**config.mk**
```make
export PLATFORM = sky130hd
export DESIGN_NAME = ascon_perm_iter
export DESIGN_NICKNAME = d
export VERILOG_FILES = /design/src/rtl/ascon_perm_pkg.sv /design/src/rtl/ascon_rc_gen.sv /design/src/rtl/ascon_sbox5.sv /design/src/rtl/ascon_lindiff.sv /design/src/rtl/ascon_perm_iter.sv
export SDC_FILE = /design/constraint.sdc
export NUM_CORES = 2
export LEC_CHECK = 0
export ABC_CLOCK_PERIOD_IN_PS = 2700
export BUFFER_PORTS_ARGS = -buffer_cell sky130_fd_sc_hd__buf_4
export CORE_MARGIN = 2
export CORE_UTILIZATION = 32
export DETAILED_ROUTE_END_ITERATION = 12
export PLACE_DENSITY = 0.62
export SLEW_MARGIN = 10
export SYNTH_ARGS = -nofsm -noshare
export SYNTH_HDL_FRONTEND = slang
export SYNTH_SLANG_ARGS = --single-unit
```
**constraint.sdc**
```tcl
create_clock -name clk -period 2.7 [get_ports clk]
set_input_delay 0.54 -clock clk [delete_from_list [all_inputs] [get_ports clk]]
set_output_delay 0.54 -clock clk [all_outputs]
set_load 0.1 [all_outputs]
```
**src/rtl/ascon_perm_pkg.sv**
```systemverilog
package ascon_perm_pkg;
    localparam int NUM_WORDS = 5;
    localparam int CNT_W     = 4;
    localparam int RC_W      = 2 * CNT_W;
    localparam logic [CNT_W-1:0] LAST_IDX = 4'd11;

    typedef enum logic [1:0] {
        ST_IDLE = 2'd0,
        ST_RUN  = 2'd1,
        ST_FIN  = 2'd2
    } fsm_t;

    // round count selected by the 2-bit code
    function automatic logic [CNT_W-1:0] rounds_of(input logic [1:0] code);
        unique case (code)
            2'b01:   rounds_of = 4'd8;
            2'b10:   rounds_of = 4'd6;
            default: rounds_of = 4'd12;
        endcase
    endfunction
endpackage

```
**src/rtl/ascon_rc_gen.sv**
```systemverilog
module ascon_rc_gen
    import ascon_perm_pkg::*;
(
    input  logic             clk,
    input  logic             rst_n,
    input  logic             load,
    input  logic             step,
    input  logic [CNT_W-1:0] first_idx,
    output logic [RC_W-1:0]  rc,
    output logic             last
);
    logic [CNT_W-1:0] up_q, down_q;

    always_ff @(posedge clk or negedge rst_n) begin
        if (!rst_n) begin
            up_q   <= '0;
            down_q <= '1;
        end else if (load) begin
            up_q   <= first_idx;
            down_q <= 4'd15 - first_idx;
        end else if (step) begin
            up_q   <= up_q + 4'd1;
            down_q <= down_q + 4'hF;
        end
    end

    assign rc   = {down_q, up_q};
    assign last = (up_q == LAST_IDX);


    rc_pair_chk: assert property (@(posedge clk) disable iff (!rst_n)
        ({1'b0, up_q} + {1'b0, down_q}) == 5'd15);
endmodule

```
**src/rtl/ascon_sbox5.sv**
```systemverilog
module ascon_sbox5 (
    input  logic [4:0] x,
    output logic [4:0] y
);
    logic a0, a1, a2, a3, a4;
    logic b0, b1, b2, b3, b4;
    logic t0, t1, t2, t3, t4;

    always_comb begin
        a0 = x[4] ^ x[0];
        a1 = x[3];
        a2 = x[2] ^ x[3];
        a3 = x[1];
        a4 = x[0] ^ x[1];
        t0 = ~a0 & a1;
        t1 = ~a1 & a2;
        t2 = ~a2 & a3;
        t3 = ~a3 & a4;
        t4 = ~a4 & a0;
        b0 = a0 ^ t1;
        b1 = a1 ^ t2;
        b2 = a2 ^ t3;
        b3 = a3 ^ t4;
        b4 = a4 ^ t0;
        y[3] = b1 ^ b0;
        y[4] = b0 ^ b4;
        y[1] = b3 ^ b2;
        y[2] = ~b2;
        y[0] = b4;
    end
endmodule

```
**src/rtl/ascon_lindiff.sv**
```systemverilog
module ascon_lindiff #(
    parameter int WORD_W = 64,
    parameter int ROT_A  = 19,
    parameter int ROT_B  = 28
) (
    input  logic [WORD_W-1:0] w_in,
    output logic [WORD_W-1:0] w_out
);
    logic [WORD_W-1:0] ra, rb;
    assign ra    = (w_in >> ROT_A) | (w_in << (WORD_W - ROT_A));
    assign rb    = (w_in >> ROT_B) | (w_in << (WORD_W - ROT_B));
    assign w_out = w_in ^ ra ^ rb;
endmodule

```
**src/rtl/ascon_perm_iter.sv**
```systemverilog
module ascon_perm_iter
    import ascon_perm_pkg::*;
#(
    parameter int WORD_W = 64
) (
    input  logic                          clk,
    input  logic                          rst_n,
    input  logic                          start,
    input  logic [1:0]                    round_sel,
    input  logic [NUM_WORDS*WORD_W-1:0]   state_in,
    output logic [NUM_WORDS*WORD_W-1:0]   state_out,
    output logic                          done
);
    localparam int STATE_W = NUM_WORDS * WORD_W;
    localparam int ROT_A [NUM_WORDS] = '{19, 61, 1, 10, 7};
    localparam int ROT_B [NUM_WORDS] = '{28, 39, 6, 17, 41};

    fsm_t               fsm_q, fsm_d;
    logic [STATE_W-1:0] st_q, st_next;
    logic               accept, running, last;
    logic [RC_W-1:0]    rc;
    logic [CNT_W-1:0]   first_idx;

    assign running   = (fsm_q == ST_RUN);
    assign accept    = start && !running;
    assign first_idx = 4'd12 - rounds_of(round_sel);

    ascon_rc_gen u_rc (
        .clk       (clk),
        .rst_n     (rst_n),
        .load      (accept),
        .step      (running),
        .first_idx (first_idx),
        .rc        (rc),
        .last      (last)
    );

    // round datapath: constant, substitution, diffusion
    logic [WORD_W-1:0] w_c  [NUM_WORDS];
    logic [WORD_W-1:0] w_s  [NUM_WORDS];
    logic [WORD_W-1:0] w_l  [NUM_WORDS];

    for (genvar i = 0; i < NUM_WORDS; i++) begin : g_const
        if (i == 2) begin : g_add
            assign w_c[i] = st_q[i*WORD_W +: WORD_W] ^ {{(WORD_W-RC_W){1'b0}}, rc};
        end else begin : g_pass
            assign w_c[i] = st_q[i*WORD_W +: WORD_W];
        end
    end

    for (genvar b = 0; b < WORD_W; b++) begin : g_slice
        logic [4:0] sx, sy;
        assign sx = {w_c[0][b], w_c[1][b], w_c[2][b], w_c[3][b], w_c[4][b]};
        ascon_sbox5 u_sb (.x(sx), .y(sy));
        assign w_s[0][b] = sy[4];
        assign w_s[1][b] = sy[3];
        assign w_s[2][b] = sy[2];
        assign w_s[3][b] = sy[1];
        assign w_s[4][b] = sy[0];
    end

    for (genvar i = 0; i < NUM_WORDS; i++) begin : g_diff
        ascon_lindiff #(.WORD_W(WORD_W), .ROT_A(ROT_A[i]), .ROT_B(ROT_B[i])) u_ld (
            .w_in  (w_s[i]),
            .w_out (w_l[i])
        );
        assign st_next[i*WORD_W +: WORD_W] = w_l[i];
    end

    // next-state logic
    always_comb begin
        fsm_d = fsm_q;
        unique case (fsm_q)
            ST_IDLE: if (start) fsm_d = ST_RUN;
            ST_RUN:  if (last)  fsm_d = ST_FIN;
            ST_FIN:  fsm_d = start ? ST_RUN : ST_IDLE;
            default: fsm_d = ST_IDLE;
        endcase
    end

    // state register
    always_ff @(posedge clk or negedge rst_n) begin
        if (!rst_n) begin
            fsm_q <= ST_IDLE;
            st_q  <= '0;
        end else begin
            fsm_q <= fsm_d;
            if (accept)       st_q <= state_in;
            else if (running) st_q <= st_next;
        end
    end

    // outputs
    always_comb begin
        done      = (fsm_q == ST_FIN);
        state_out = st_q;
    end


    done_pulse_chk: assert property (@(posedge clk) disable iff (!rst_n)
        done |=> !done);

    hold_chk: assert property (@(posedge clk) disable iff (!rst_n)
        (fsm_q != ST_RUN && !start) |=> $stable(state_out));

    run_keep_chk: assert property (@(posedge clk) disable iff (!rst_n)
        (running && !last) |=> (fsm_q == ST_RUN));

    restart_chk: assert property (@(posedge clk) disable iff (!rst_n)
        (done && start) |=> (fsm_q == ST_RUN));
endmodule

```
==> results.json <==
{
  "outcome": "finished, final reports clean",
  "start_util": 0.322,
  "vias_per_cell": 5.38,
  "critPathLaunchType": "flip-flop",
  "nFillCells": 9488,
  "multi_input_area_um2": 21600,
  "grt_pass1_vias": 28000,
  "gr-total-overflow": 0,
  "syn_area_um2": 31000,
  "stdcell_count": 5314,
  "clock_sinks": 330,
  "required_ps": 3210,
  "area_delta_synth_final_pct": 34.7,
  "htree_levels": 2,
  "cts_tree": "done",
  "cp_slowest_cell": "xor2_1",
  "die_y_um": 315,
  "wl_met1_um": 63800,
  "cap_viol_max_count": 0,
  "yosysWarnings": 0,
  "r2r_setup_slack_ps": 130,
  "drt_iter0_drc": 3051,
  "post-place-ws_ps": 179,
  "clockBufferDepth": 3,
  "worst_pin_slew_ps": 1250,
  "ys.flop_type": "dfrtp_1",
  "coreArea_um2": 96300,
  "hold_path.class": "in -> reg",
  "dp.cells": 5233,
  "clockRootBuffer": "clkbuf_16",
  "rsz0062_at_grt": "no",
  "syn_inst": 3052,
  "final_nets": 4462,
  "antenna_left": 0,
  "max_freq_mhz": 389,
  "detail_route.wirelength_um": 169000,
  "grt_start_max_net_pins": 86,
  "drc": 0,
  "clk_latency_ps": 620,
  "clkTransAtPathRegs_ps": 60,
  "worst_ep_arrival_time_ps": 3090,
  "seq_area_um2": 8300,
  "fin_tns_setup_ps": 0,
  "report.final.setup_viol": 0,
  "fp-row-count": 114,
  "slew_headroom": 0.161,
  "timing.final.crit_period_ps": 2570,
  "cp_max_fo": 4,
  "die_area_um2": 99200,
  "synth-seq-area-share": 0.267,
  "detailed_place_hpwl_um": 142000,
  "synth.net_count": 3509,
  "io_buffers": 645,
  "syn_area_per_cell_um2": 10.1,
  "setup_ws_ps": 127,
  "dieWidth_um": 315,
  "wl_met3_um": 17600,
  "highest_layer": "met5",
  "num_antenna_cells": 0,
  "gp_congestion": 1.07,
  "clock_skew_ps": 26.5,
  "wl_per_cell_um": 31.8,
  "synth_edf_count": 0,
  "cts_buffers": 45,
  "crit_chain": "inv_1 -> ha_1 -> xnor2_2 -> xor2_1 -> xnor3_1 -> a21oi_1",
  "layout_worst_path_cycle_share": 0.953,
  "dr_wl_met2_um": 76200,
  "worst_setup_path_end_kind": "flip-flop",
  "synth.distinct_cells": 32,
  "path_class": "reg -> reg",
  "antenna_found_initial": 3,
  "ys_async_sr_fraction": 1.00,
  "vias": 28600,
  "grt_pass1_wl_um": 227000,
  "grt_util_all_layers": 0.332,
  "io-pin-count": 646,
  "hold_viol_final": 0,
  "drive_above_1_share": 0.298,
  "critical-path-max-stage-delay_ps": 660,
  "dr.pass1.iters": 6,
  "synth-seq-cells": 330,
  "maxSlewViolCount": 0
}
[synthesized netlist by cell type, types with 2 or more instances]
cell / n / area, um2
a211oi_1: 95 / 713
a21o_1: 25 / 188
a21oi_1: 216 / 1080
a221o_1: 2 / 20.0
buf_1: 11 / 41.3
buf_2: 16 / 80.1
clkbuf_1: 108 / 405
dfrtp_1: 326 / 8160
dfstp_2: 4 / 105
ha_1: 132 / 1650
inv_1: 165 / 619
maj3_1: 28 / 280
maj3_2: 4 / 45.0
mux2i_1: 99 / 991
nand2_1: 320 / 1200
nor2_1: 182 / 683
nor2b_1: 98 / 613
nor3_1: 3 / 15.0
o211a_1: 117 / 1170
o21ai_0: 193 / 966
xnor2_1: 362 / 3170
xnor2_2: 55 / 895
xnor3_1: 249 / 5610
xor2_1: 225 / 1970
xor3_1: 10 / 238
[worst max-delay path: cells and delay by family, from the launching register on]
kind                       cells  cell delay [ps]
DFF                            1              390
buffers and inverters          1               90
xor gates and xnor gates       3             1520
AOI/OAI and AO/OA              1              170
adders and majority gates      1              330
[final cells by class]
class	count	share of cell area
multi-input combinational	2422	0.517
clock inverter	14	0.00414
timing repair buffer	1041	0.195
inverter	165	0.0149
tap	1276	0.0383
sequential	330	0.199
clock buffer	66	0.0315
[what timing repair did]
action,in CTS,in global routing
resized for setup,0,1
hold buffers,1,0
setup endpoints to repair,0,1
endpoints found under the hold margin,33,0
setup buffers,0,0
[routing by layer]
layer / up-vias / global-route usage
met1: 14200 / 0.412
li1: 12300 / -
met4: 2 / 0.193
met5: - / 0
met3: 372 / 0.0841
met2: 1668 / 0.521
[layout by cell type, fill, tap and decap left out, types with 11 or more instances in the layout]
cell,n
buf_4,1014
xnor2_1,361
nand2_1,320
dfrtp_1,298
xnor3_1,249
xor2_1,225
a21oi_1,216
o21ai_0,193
nor2_1,182
inv_1,165
ha_1,132
o211a_1,117
mux2i_1,99
nor2b_1,97
a211oi_1,95
xnor2_2,56
clkbuf_16,45
maj3_1,28
dfrtp_2,28
a21o_1,25
buf_12,24
clkbuf_8,11
[metrics by stage]
stage	area (um2)	hold slack, ps	utilization
after CTS	41700	199	0.433
after floorplan	31000	244	-
final	41700	206	0.433
after detailed placement	40200	533	0.418
after global routing	41700	220	0.433
after global placement	40200	526	0.418
[path summary, 6_finish.rpt]
kind | start | to | cells past startpoint
hold reg to reg | u_rc.down_q[0] | u_rc.down_q[0] | 2
hold / removal | state_in[287] | state_out[287] | 3
min in group asynchronous | rst_n | state_out[205] | 2
setup / recovery | state_out[80] | state_out[208] | 6
setup reg to reg | state_out[80] | state_out[208] | 6
max in group asynchronous | rst_n | state_out[156] | 4
[logic make-up after synthesis]
family | Yosys count | synth area share
AOI/OAI and AO/OA | 652 | 0.135
xor gates and xnor gates | 901 | 0.384
adders and majority gates | 164 | 0.0639
buffers and inverters | 300 | 0.0370
DFF | 330 | 0.267
muxes | 99 | 0.0320
and+or+nand+nor | 606 | 0.0818
[registers in the layout (all words and copies together) (netlist names)]
name and flops:
state_out 320, u_rc.up_q 4, u_rc.down_q 4, fsm_q 2
Power is not shown: default switching activity piles up to over one toggle a cycle in this logic, so the estimate is an artifact.
